`src/rtl/spi_xcvr_pkg.sv`:
```
package spi_xcvr_pkg;

  // strobes from control to datapath
  typedef struct packed {
    logic loadTx;    // copy write data into shift register
    logic shiftOut;  // leading edge: move next bit onto SDO
    logic sampleIn;  // trailing edge: capture SDI
    logic commit;    // final bit: shift register into buffer
  } dpStrobe_t;

  localparam logic [1:0] ADDR_CTRL = 2'd0;
  localparam logic [1:0] ADDR_BUF  = 2'd1;
  localparam logic [1:0] ADDR_STAT = 2'd2;

  localparam logic [3:0] MD_FAST      = 4'd0;
  localparam logic [3:0] MD_MID       = 4'd1;
  localparam logic [3:0] MD_SLOW      = 4'd2;
  localparam logic [3:0] MD_TIMER     = 4'd3;
  localparam logic [3:0] MD_SLV_GATED = 4'd4;
  localparam logic [3:0] MD_SLV_FREE  = 4'd5;

endpackage

```
`src/rtl/spi_xcvr_dp.sv`:
```
module spi_xcvr_dp
  import spi_xcvr_pkg::*;
#(
  parameter int DATA_W      = 8,
  parameter int SYNC_STAGES = 2
) (
  input  logic              clk,
  input  logic              rstN,
  input  dpStrobe_t         strobe,
  input  logic [DATA_W-1:0] loadData,
  input  logic              sdiIn,
  input  logic              sckIn,
  input  logic              ssNIn,
  output logic              sdoBit,
  output logic [DATA_W-1:0] rxBuf,
  output logic              sckSync,
  output logic              ssSync
);

  logic [DATA_W-1:0]      shiftReg;
  logic                   rxBit;
  logic [SYNC_STAGES-1:0] sckPipe;
  logic [SYNC_STAGES-1:0] ssPipe;

  // pin synchronisers; select resets to the deselected level
  generate
    if (SYNC_STAGES == 1) begin : gSyncOne
      always_ff @(posedge clk or negedge rstN) begin
        if (!rstN) begin
          sckPipe <= '0;
          ssPipe  <= '1;
        end else begin
          sckPipe <= sckIn;
          ssPipe  <= ssNIn;
        end
      end
    end else begin : gSyncMany
      always_ff @(posedge clk or negedge rstN) begin
        if (!rstN) begin
          sckPipe <= '0;
          ssPipe  <= '1;
        end else begin
          sckPipe <= {sckPipe[SYNC_STAGES-2:0], sckIn};
          ssPipe  <= {ssPipe[SYNC_STAGES-2:0], ssNIn};
        end
      end
    end
  endgenerate

  assign sckSync = sckPipe[SYNC_STAGES-1];
  assign ssSync  = ssPipe[SYNC_STAGES-1];

  always_ff @(posedge clk or negedge rstN) begin
    if (!rstN) begin
      shiftReg <= '0;
      rxBit    <= 1'b0;
      rxBuf    <= '0;
    end else begin
      if (strobe.loadTx) begin
        shiftReg <= loadData;
      end else if (strobe.shiftOut) begin
        shiftReg <= {shiftReg[DATA_W-2:0], rxBit};
      end
      if (strobe.sampleIn) begin
        rxBit <= sdiIn;
      end
      if (strobe.commit) begin
        rxBuf <= {shiftReg[DATA_W-2:0], sdiIn};
      end
    end
  end

  assign sdoBit = shiftReg[DATA_W-1];

endmodule

```
`src/rtl/spi_xcvr_ctrl.sv`:
```
module spi_xcvr_ctrl
  import spi_xcvr_pkg::*;
#(
  parameter int DATA_W   = 8,
  parameter int DIV_FAST = 4,
  parameter int DIV_MID  = 16,
  parameter int DIV_SLOW = 64
) (
  input  logic       clk,
  input  logic       rstN,
  input  logic [1:0] busAddr,
  input  logic       busWr,
  input  logic       busRd,
  input  logic [5:0] cfgWdata,
  input  logic       colKeep,
  input  logic       ovfKeep,
  input  logic       tmrTick,
  input  logic       sckSync,
  input  logic       ssSync,
  output dpStrobe_t  strobe,
  output logic       en,
  output logic       idleHigh,
  output logic [3:0] mode,
  output logic       fullFlag,
  output logic       colFlag,
  output logic       ovfFlag,
  output logic       sckInt,
  output logic       xferBusy,
  output logic       masterSel,
  output logic       sdoDrive
);

  localparam int CNT_W = (DIV_SLOW / 2 > 1) ? $clog2(DIV_SLOW / 2) : 1;
  localparam int BIT_W = $clog2(DATA_W);
  localparam logic [CNT_W-1:0] HALF_FAST = CNT_W'(DIV_FAST / 2 - 1);
  localparam logic [CNT_W-1:0] HALF_MID  = CNT_W'(DIV_MID / 2 - 1);
  localparam logic [CNT_W-1:0] HALF_SLOW = CNT_W'(DIV_SLOW / 2 - 1);
  localparam logic [BIT_W-1:0] LAST_BIT  = BIT_W'(DATA_W - 1);

  logic [5:0]       cfgReg;
  logic             busyM;
  logic [CNT_W-1:0] divCnt;
  logic [BIT_W-1:0] bitCnt;
  logic             sckPrev;

  logic masterMode, slaveMode, ssHonour, slaveSel;
  logic cfgWrite, bufWrite, statWrite, bufRead;
  logic halfTick, mLead, mTrail, sLead, sTrail, lead, trail, lastBit;
  logic collide, startM, cntClear, commitOk, ovfSet;

  assign mode     = cfgReg[3:0];
  assign idleHigh = cfgReg[4];
  assign en       = cfgReg[5];

  assign masterMode = (mode[3:2] == 2'b00);
  assign slaveMode  = (mode == MD_SLV_GATED) || (mode == MD_SLV_FREE);
  assign ssHonour   = (mode == MD_SLV_GATED);
  assign slaveSel   = en && slaveMode && (!ssHonour || !ssSync);

  assign cfgWrite  = busWr && (busAddr == ADDR_CTRL);
  assign bufWrite  = busWr && (busAddr == ADDR_BUF);
  assign statWrite = busWr && (busAddr == ADDR_STAT);
  assign bufRead   = busRd && (busAddr == ADDR_BUF);

  // half-period tick of the master clock
  always_comb begin
    case (mode)
      MD_FAST:  halfTick = (divCnt == HALF_FAST);
      MD_MID:   halfTick = (divCnt == HALF_MID);
      MD_SLOW:  halfTick = (divCnt == HALF_SLOW);
      MD_TIMER: halfTick = tmrTick;
      default:  halfTick = 1'b0;
    endcase
  end

  assign mLead  = busyM && halfTick && (sckInt == idleHigh);
  assign mTrail = busyM && halfTick && (sckInt != idleHigh);
  assign sLead  = slaveSel && (sckPrev == idleHigh) && (sckSync != idleHigh);
  assign sTrail = slaveSel && (sckPrev != idleHigh) && (sckSync == idleHigh);
  assign lead   = mLead || sLead;
  assign trail  = mTrail || sTrail;
  assign lastBit = trail && (bitCnt == LAST_BIT);

  assign xferBusy = masterMode ? busyM : (slaveMode && (bitCnt != '0));
  assign collide  = bufWrite && en && xferBusy;
  assign startM   = bufWrite && !collide && en && masterMode;
  assign cntClear = !en || !(masterMode || slaveMode) || (ssHonour && ssSync);
  assign commitOk = lastBit && (masterMode || !fullFlag);
  assign ovfSet   = lastBit && slaveMode && fullFlag;

  assign strobe.loadTx   = bufWrite && !collide;
  assign strobe.shiftOut = lead && (bitCnt != '0);
  assign strobe.sampleIn = trail;
  assign strobe.commit   = commitOk;

  assign masterSel = en && masterMode;
  assign sdoDrive  = masterSel || slaveSel;

  always_ff @(posedge clk or negedge rstN) begin
    if (!rstN) begin
      cfgReg   <= '0;
      busyM    <= 1'b0;
      divCnt   <= '0;
      sckInt   <= 1'b0;
      bitCnt   <= '0;
      sckPrev  <= 1'b0;
      fullFlag <= 1'b0;
      colFlag  <= 1'b0;
      ovfFlag  <= 1'b0;
    end else begin
      sckPrev <= sckSync;
      if (cfgWrite) cfgReg <= cfgWdata;

      // master clock engine
      if (!masterSel) begin
        busyM  <= 1'b0;
        divCnt <= '0;
        sckInt <= idleHigh;
      end else if (startM) begin
        busyM  <= 1'b1;
        divCnt <= '0;
      end else if (busyM) begin
        if (halfTick) begin
          sckInt <= ~sckInt;
          divCnt <= '0;
          if (lastBit) busyM <= 1'b0;
        end else begin
          divCnt <= divCnt + 1'b1;
        end
      end else begin
        sckInt <= idleHigh;
      end

      // bit counter shared by both roles
      if (cntClear) begin
        bitCnt <= '0;
      end else if (trail) begin
        bitCnt <= lastBit ? '0 : bitCnt + 1'b1;
      end

      // status flags
      if (commitOk) fullFlag <= 1'b1;
      else if (bufRead) fullFlag <= 1'b0;

      if (collide) colFlag <= 1'b1;
      else if (statWrite && !colKeep) colFlag <= 1'b0;

      if (ovfSet) ovfFlag <= 1'b1;
      else if (statWrite && !ovfKeep) ovfFlag <= 1'b0;
    end
  end

endmodule

```
`src/rtl/spi_xcvr.sv`:
```
module spi_xcvr
  import spi_xcvr_pkg::*;
#(
  parameter int DATA_W   = 8,
  parameter int DIV_FAST = 4,
  parameter int DIV_MID  = 16,
  parameter int DIV_SLOW = 64
) (
  input  logic              clk,
  input  logic              rstN,
  input  logic [1:0]        busAddr,
  input  logic              busWr,
  input  logic              busRd,
  input  logic [DATA_W-1:0] busWdata,
  output logic [DATA_W-1:0] busRdata,
  input  logic              tmrTick,
  input  logic              sckIn,
  output logic              sckOut,
  output logic              sckOe,
  input  logic              sdiIn,
  output logic              sdoOut,
  output logic              sdoOe,
  input  logic              ssN
);

  localparam int CFG_PAD  = DATA_W - 6;
  localparam int STAT_PAD = DATA_W - 3;

  dpStrobe_t         strobe;
  logic              ctrlEn, idleHigh, fullFlag, colFlag, ovfFlag;
  logic              sckInt, xferBusy, masterSel, sdoDrive;
  logic [3:0]        mode;
  logic              sckSync, ssSync, sdoBit;
  logic [DATA_W-1:0] rxBuf;

  spi_xcvr_ctrl #(
    .DATA_W(DATA_W), .DIV_FAST(DIV_FAST), .DIV_MID(DIV_MID), .DIV_SLOW(DIV_SLOW)
  ) uCtrl (
    .clk(clk), .rstN(rstN), .busAddr(busAddr), .busWr(busWr), .busRd(busRd),
    .cfgWdata(busWdata[5:0]), .colKeep(busWdata[1]), .ovfKeep(busWdata[2]),
    .tmrTick(tmrTick), .sckSync(sckSync), .ssSync(ssSync), .strobe(strobe),
    .en(ctrlEn), .idleHigh(idleHigh), .mode(mode), .fullFlag(fullFlag),
    .colFlag(colFlag), .ovfFlag(ovfFlag), .sckInt(sckInt), .xferBusy(xferBusy),
    .masterSel(masterSel), .sdoDrive(sdoDrive)
  );

  spi_xcvr_dp #(.DATA_W(DATA_W), .SYNC_STAGES(2)) uDp (
    .clk(clk), .rstN(rstN), .strobe(strobe), .loadData(busWdata), .sdiIn(sdiIn),
    .sckIn(sckIn), .ssNIn(ssN), .sdoBit(sdoBit), .rxBuf(rxBuf),
    .sckSync(sckSync), .ssSync(ssSync)
  );

  assign sckOut = sckInt;
  assign sckOe  = masterSel;
  assign sdoOut = sdoBit;
  assign sdoOe  = sdoDrive;

  always_comb begin
    case (busAddr)
      ADDR_CTRL: busRdata = {{CFG_PAD{1'b0}}, ctrlEn, idleHigh, mode};
      ADDR_BUF:  busRdata = rxBuf;
      ADDR_STAT: busRdata = {{STAT_PAD{1'b0}}, ovfFlag, colFlag, fullFlag};
      default:   busRdata = '0;
    endcase
  end

endmodule

```
`config.mk`:
```
export PLATFORM = sky130hd
export DESIGN_NAME = spi_xcvr
export DESIGN_NICKNAME = d
export VERILOG_FILES = /design/src/rtl/spi_xcvr_pkg.sv /design/src/rtl/spi_xcvr_dp.sv /design/src/rtl/spi_xcvr_ctrl.sv /design/src/rtl/spi_xcvr.sv
export SDC_FILE = /design/constraint.sdc
export NUM_CORES = 1
export LEC_CHECK = 0
export BUFFER_PORTS_ARGS = -buffer_cell sky130_fd_sc_hd__buf_4
export CORE_ASPECT_RATIO = 0.8
export CORE_UTILIZATION = 60
export CTS_CLUSTER_SIZE = 20
export DETAILED_ROUTE_END_ITERATION = 10
export PLACE_DENSITY = 0.83
export SYNTH_ARGS = -nofsm -noshare
export SYNTH_HDL_FRONTEND = slang
export SYNTH_SLANG_ARGS = --single-unit
```
`constraint.sdc`:
```
create_clock -name clk -period 6.7 [get_ports clk]
set_clock_uncertainty 0.15 [all_clocks]
set_input_delay 1.005 -clock clk [delete_from_list [all_inputs] [get_ports clk]]
set_output_delay 1.005 -clock clk [all_outputs]
set_load 0.05 [all_outputs]
```
==> results.md, run 1 <==
* Slew Viols, Final at 0
* Required @ worst endpoint at around 5500 ps
* Die height at roughly 56 µm
* Hold Crit Class: reg -> reg
* Hold WS at about 210 ps
* Max cap viols at 0
* Post-CTS sizing at 0
* Ys Warns at 0
* Starting density of the core at between 60% and 70%
* I/O pins at 30
* Crit Reg-Reg Endpoint: uDp.shiftReg[1]$_DFFE_PN0P_
* Clk buf depth at 2
* Max frequency at between 300 and 400 MHz
* Layout filler cell count at ~250
* CTS buffer count at 5
* Asr flop ratio synth at 100%
* Commonest cells after routing, fill and taps aside: 39 x dfrtp_1, 29 x buf_4, 18 x nand2_1
* Worst-Margin Slew at ~1000 ps
* Gr usage total at between 20% and 30%
* Most used DFF post-synth: dfrtp_1
* Maximum VDD drop at ~0.17 mV
* Drt wl/cell at 18.2 µm
* Post-Syn Instances at 199
* Via count at around 1,700
* Core footprint at 3450 µm²
* Slew headroom at about a third
* Post-Syn Area per Cell at between 10 and 15 µm²
* Synth top area cells: dfrtp_1 45%, mux2_4 5.5%, mux2i_1 4.6%, o221a_2 4.1%, nand2_1 3.1%
* Capture point of the critical path: sdoOe
* #FFs+latches synth at 41
* Commonest non-fill, non-tap cell in the layout: dfrtp_1
* Kind of critical path: reg -> out
* Nets at 251
* Post-synthesis sequential area ratio at a little under half
* Crit path max fanout at 7
* Vias in the first global route at between 1,500 and 2,000
* Leading area contributor after synthesis: dfrtp_1
* Gr ovfl total at 0
* Final count of negative-setup-slack endpoints at 0
* Crit path largest cell delay at between 400 and 500 ps
* Yosys top cell area share at between 40% and 50%
* Share of cells above drive strength 1 at roughly a third
* Period utilization at a little under half
* Post-synth EDFFs at 0
* Detailed-route wire length at 4.94 mm
* Cell Area, Synth at 2180 µm²
* Initial antenna violation count at 0
* Crit-path slowest cell: dfrtp_1
* Worst setup path start: uCtrl.cfgReg[3]$_DFFE_PN0P_
* CP endpoint kind: primary output
* Crit Reg-Reg Startpoint: uCtrl.bitCnt[0]$_DFFE_PN0P_
* Min Clock Period, post-route at around 3000 ps
* Clock Tree Root: clkbuf_8
* Outcome: complete, no violations
* First DRT Iteration DRCs at 154
* Site Rows at 19
* Count of cell types in the netlist at 50
* Dpl hpwl at approximately 3.6 mm
* H-tree levels at 2
* First-pass GRT wire length at about 8.3 mm
* Die area at between 3000 and 4000 µm²
* TritonCTS sink count at 41
* # diodes at 0
* Hold buffer count at CTS at 0
* Clock Latency Late Sink at approximately 310 ps
* Port bufs at 29
* Synth Net Count at 221
* Setup_tns at 0 ps
* Cell depth of the worst setup path at 6
* Chip width at 69.4 µm
* Leak at 1.13 nW
* Clock slew at reported path FFs at 90 ps
* Top cell by count, worst path: inv_1
* Routed Antenna Nets at 0
* Pre-Repair DR Iteration Count at 4
* Largest net degree at the start of global routing at 42
* P&R area growth vs syn at 14.7%
* Crit path buf inv count at 3
* Final count of hold timing violations at 0
* RSZ-0062 raised after global routing: false
* R2r setup slk at ~4100 ps
* RePlAce Congestion at between 0.8 and 0.9
* Postcts setup bufs at 0
* R2R depth at 7
* Cell Pwr Density at about 230 nW/µm²
* Startpoint types: register
* Via/cell ratio at between 6 and 7
* CTS tree: yes
* CP top delay family: flip-flops
* DRC errors left at 0
* CP Cell Sequence: nor2_1, nand2_1, inv_1, a31oi_1, inv_1, buf_4
* Critical Path AT at around 1900 ps
-- through the flow --
stage / setup slack [ps] / cell area, µm² / power (mW) / std cells / util (%)
3_5_place_dp: 3760 / 2410 / 0.423 / 264 / 70.0
2_1_floorplan: 3150 / 2180 / 0.375 / 199 / -
6_report: 3670 / 2500 / 0.588 / 272 / 72.6
4_1_cts: 3700 / 2500 / 0.590 / 272 / 72.6
5_1_grt: 3560 / 2500 / 0.614 / 272 / 72.6
3_3_place_gp: 3800 / 2410 / 0.417 / 264 / 70.0
-- cells by family after synthesis --
kind of cell,share of synthesized area (%)
compound gates,14.4
simple gates,18.6
buf+inv,3.21
fa+ha+maj,2.29
mux,13.2
flops,47.1
xor+xnor,1.20
-- final cells by class --
cell class / instances / area, µm² / area share (%)
Inverter: 8 / 30.0 / 1.20
Clock inverter: 3 / 21.3 / 0.850
Tap cell: 42 / 52.6 / 2.10
Timing Repair Buffer: 29 / 218 / 8.70
Sequential cell: 41 / 1030 / 41.1
Clock buffer: 5 / 68.8 / 2.75
Multi-Input combinational cell: 144 / 1080 / 43.3
-- synth_stat cells (2+ instances only) --
| library cell | count |
|---|---|
| o221a_2 | 8 |
| nand3_1 | 7 |
| clkbuf_1 | 2 |
| buf_2 | 2 |
| xor2_1 | 2 |
| dfstp_2 | 2 |
| nand2_1 | 18 |
| nor3b_1 | 2 |
| nor2b_1 | 5 |
| mux2i_1 | 10 |
| ha_1 | 4 |
| nand4_1 | 2 |
| a31oi_1 | 2 |
| nor4_1 | 2 |
| dfrtp_1 | 39 |
| nand4b_1 | 2 |
| nor3_1 | 3 |
| buf_6 | 2 |
| a21oi_1 | 3 |
| o21ai_0 | 13 |
| nor2_1 | 10 |
| inv_1 | 8 |
| or2_2 | 7 |
| mux2_2 | 6 |
| and2_1 | 3 |
| nand2b_1 | 4 |
| mux2_4 | 8 |
-- power by group --
group          switching, mW  internal (mW)
Clock                 0.0940         0.0739
Sequential            0.0300          0.269
Combinational         0.0706         0.0500
Total                  0.195          0.393
-- sequential cells by signal, indices dropped and copies added, names as in the netlist --
signal	flops
uCtrl.ovfFlag	1
uDp.rxBuf	8
uCtrl.sckInt	1
uCtrl.colFlag	1
uCtrl.busyM	1
uCtrl.divCnt	5
uCtrl.bitCnt	3
uDp.sckPipe	2
uDp.ssPipe	2
uCtrl.cfgReg	6
uCtrl.fullFlag	1
uDp.shiftReg	8
uCtrl.sckPrev	1
uDp.rxBit	1
-- routing by layer --
layer / vias up / share of wire (%) / GRT usage (%)
li1: 785 / - / -
met2: 67 / 45 / 42.3
met4: 0 / 1.9 / 12.0
met1: 851 / 46 / 38.4
met3: 12 / 6.8 / 8.33
met5: - / 0 / 0
-- worst min path at each step --
stage | from | endpoint | slack (ps) | depth (start not counted)
final | uDp.ssPipe[0]$_DFF_PN1_ | uDp.ssPipe[1]$_DFF_PN1_ | 210 | 0
after global routing | uDp.ssPipe[0]$_DFF_PN1_ | uDp.ssPipe[1]$_DFF_PN1_ | 220 | 0
after CTS | uDp.ssPipe[0]$_DFF_PN1_ | uDp.ssPipe[1]$_DFF_PN1_ | 210 | 0
after detailed placement | uDp.ssPipe[0]$_DFF_PN1_ | uDp.ssPipe[1]$_DFF_PN1_ | 200 | 0
after global placement | uDp.sckPipe[0]$_DFF_PN0_ | uDp.sckPipe[1]$_DFF_PN0_ | 190 | 0
after floorplan | uDp.sckPipe[0]$_DFF_PN0_ | uDp.sckPipe[1]$_DFF_PN0_ | 180 | 0
-- worst register-to-register path: cells and delay by family, from the launching register on --
kind | cells | cell delay [ps]
AOI/OAI and AO/OA | 2 | 660
adders and majority gates | 1 | 190
buffers and inverters | 1 | 70
DFF | 1 | 400
and+or+nand+nor | 3 | 990
(Power assumes the default switching activity.)
==> run 2, diff against run 1 <==
--- a/config.mk
+++ b/config.mk
@@ -7,10 +7,10 @@
 export LEC_CHECK = 0
 export BUFFER_PORTS_ARGS = -buffer_cell sky130_fd_sc_hd__buf_4
 export CORE_ASPECT_RATIO = 0.8
-export CORE_UTILIZATION = 60
+export CORE_UTILIZATION = 51
 export CTS_CLUSTER_SIZE = 20
 export DETAILED_ROUTE_END_ITERATION = 10
-export PLACE_DENSITY = 0.83
+export PLACE_DENSITY = 0.75
 export SYNTH_ARGS = -nofsm -noshare
 export SYNTH_HDL_FRONTEND = slang
 export SYNTH_SLANG_ARGS = --single-unit
==> constraint.sdc (replaced) <==
create_clock -name clk -period 2.7 [get_ports clk]
set_clock_uncertainty 0.15 [all_clocks]
set_input_delay 0.405 -clock clk [delete_from_list [all_inputs] [get_ports clk]]
set_output_delay 0.405 -clock clk [all_outputs]
set_load 0.05 [all_outputs]
==> results.md, run 2 (synthesis results as in run 1) <==
* CP Cell Sequence: or4b_4, a21oi_4, o21bai_4, a21o_1, mux2_4 (was nor2_1, nand2_1, inv_1, a31oi_1, inv_1, buf_4)
* Largest regs: uDp.rxBuf (8), uDp.shiftReg (8), uCtrl.cfgReg (6) (unchanged)
* Switch share at 28.9% (was 33.1%)
* Gr ovfl total at 0 (unchanged)
* H-tree levels at 2 (unchanged)
* Critical Path AT at 2380 ps (was 1870 ps)
* Met3 Wirelength at 272 µm (was 337 µm)
* Final count of hold timing violations at 0 (unchanged)
* DRT met1 WL at 2.49 mm (was 2.28 mm)
* CP top delay family: compound AO/OA/AOI/OAI gates (was flip-flops)
* First DRT Iteration DRCs at 133 (was 154)
* CTS tree: yes (unchanged)
* Outcome: complete, no violations (unchanged)
* Crit path buf inv count at 0 (was 3)
* Clock Latency Late Sink at 290 ps (was 310 ps)
* Kind of critical path: reg -> reg (was reg -> out)
* Post-CTS sizing at 0 (unchanged)
* Max frequency at roughly 420 MHz
* Final Power at 1.54 mW (was 588 µW)
* Hold WS at 71.2 ps (was 209 ps)
* Detailed-route wire length at 4.69 mm (was 4.94 mm)
* Die height at 60.5 µm (was 56.0 µm)
* # diodes at 0 (unchanged)
* Starting density of the core at 55.2% (was 63.3%)
* Site Rows at 20 (was 19)
* Nets at 254 (was 251)
* Clk buf depth at 2 (unchanged)
* CP endpoint kind: register (was primary output)
* Required @ worst endpoint at 2730 ps (was 5540 ps)
* I/O pins at 30 (unchanged)
* P_sw at 447 µW (was 195 µW)
* CTS buffer count at 5 (unchanged)
* Maximum VDD drop at 0.408 mV (was 0.168 mV)
* Crit-path slowest cell: or4b_4 (was dfrtp_1)
* Gr usage total at 22.6% (was 28.2%)
* Slew headroom at 64.5% (was 33.6%)
* Slew Viols, Final at 0 (unchanged)
* Clock Tree Root: clkbuf_8 (unchanged)
* Port bufs at 29 (unchanged)
* Commonest cells after routing, fill and taps aside: 39 x dfrtp_1, 31 x buf_4, 18 x nand2_1 (was 39 x dfrtp_1, 29 x buf_4, 18 x nand2_1)
* Startpoint types: register (unchanged)
* Setup_tns at 0 ps (unchanged)
* Crit path largest cell delay at 580 ps (was 490 ps)
* Drt wl/cell at 16.3 µm (was 18.2 µm)
* Routed wire length on met2 at 1.90 mm (was 2.22 mm)
* Clock slew at reported path FFs at 70 ps (was 90 ps)
* Min Clock Period, post-route at between 2000 and 2500 ps
* Max cap viols at 0 (unchanged)
* RSZ-0062 raised after global routing: false (unchanged)
* TritonCTS sink count at 41 (unchanged)
* Core footprint at 3950 µm² (was 3450 µm²)
* Via count at 1,625 (was 1,715)
* Crit path max fanout at 9 (was 7)
* Hold Crit Class: in -> reg (was reg -> reg)
* Power share of the clock group at 32.8% (was 28.6%)
* Commonest non-fill, non-tap cell in the layout: dfrtp_1 (unchanged)
* Gate power share at 19.3% (was 20.5%)
* Largest net degree at the start of global routing at 42 (unchanged)
* Cell Pwr Density at 600 nW/µm² (was 235 nW/µm²)
* First-pass GRT wire length at 7.31 mm (was 8.26 mm)
* DRC errors left at 0 (unchanged)
* Routed Antenna Nets at 0 (unchanged)
* RePlAce Congestion at 0.909 (was 0.858)
* Worst-Margin Slew at 528 ps (was 994 ps)
* Vias in the first global route at 1,463 (was 1,673)
* Int Power at 1.10 mW (was 393 µW)
* Reg power frac at 47.9% (was 50.9%)
* Final count of negative-setup-slack endpoints at 0 (unchanged)
* P&R area growth vs syn at 17.8% (was 14.7%)
* Dpl hpwl at 3.49 mm (was 3.65 mm)
* Share of cells above drive strength 1 at 32.6% (about the same)
* Chip width at 75.2 µm (was 69.4 µm)
* Initial antenna violation count at 0 (unchanged)
* DR top layer: met4 (unchanged)
* Via/cell ratio at 5.64 (was 6.31)
* Die area at 4550 µm² (was 3890 µm²)
* Period utilization at slightly below 90%
* Pre-Repair DR Iteration Count at 4 (unchanged)
* Leak at 1.15 nW (was 1.13 nW)
## run 2: cell count changes in the layout (fill, tap and decap cells not counted), sizes merged
cell,delta
clkinv,-1
buf,+2
dlygate4sd3,+1
bufinv,+1
clkbuf,+2
inv,-1
clkinvlp,-1
## run 2: stage by stage
stage | worst slack (ps) | area [µm²] | utilization (%) | instances
global route | 179 | 2570 | 65.0 | 288
detailed placement | 362 | 2440 | 61.8 | 279
global placement | 373 | 2440 | 61.8 | 279
finish | 344 | 2570 | 65.0 | 288
floorplan | 350 | 2180 | - | 199
CTS | 346 | 2570 | 65.0 | 288
## run 2: layer usage
| layer | global-route usage (%) | up-vias |
|---|---|---|
| met5 | 0 | - |
| met2 | 31.5 | 56 |
| met3 | 4.98 | 4 |
| li1 | - | 785 |
| met1 | 35.6 | 780 |
| met4 | 5.29 | 0 |
## run 2: repair_timing
action	CTS	global route
endpoints found under the hold margin	39	0
hold buffers	1	0
buffers inserted	0	0
## run 2: final cells by class
type / count / area, µm²
clock buffer: 7 / 86.3
clock inverter: 1 / 30.0
fill: 334 / 1380
inverter: 8 / 30.0
multi-input combinational: 144 / 1080
sequential: 41 / 1030
tap: 55 / 68.8
timing repair buffer: 32 / 243
## run 2: path summary, 6_finish.rpt
path	start	endpoint	slack, ps	cells after the start
max	uCtrl.cfgReg[1]$_DFFE_PN0P_	uDp.rxBuf[2]$_DFFE_PN0P_	340	5
min	ssN	uDp.ssPipe[0]$_DFF_PN1_	70	1
max reg2reg	uCtrl.cfgReg[1]$_DFFE_PN0P_	uDp.rxBuf[2]$_DFFE_PN0P_	340	5
min reg2reg	uDp.sckPipe[0]$_DFF_PN0_	uDp.sckPipe[1]$_DFF_PN0_	200	0
max in group asynchronous	rstN	uDp.ssPipe[0]$_DFF_PN1_	1550	2
min in group asynchronous	rstN	uCtrl.divCnt[2]$_DFFE_PN0P_	470	2
## run 2: power by group through the flow
stage               clock network, mW  registers (mW)  logic, mW
floorplan                           0           0.744      0.187
global placement                    0           0.747      0.294
detailed placement                  0           0.749      0.296
CTS                             0.516           0.736      0.299
global route                    0.547           0.746      0.320
finish                          0.507           0.739      0.298
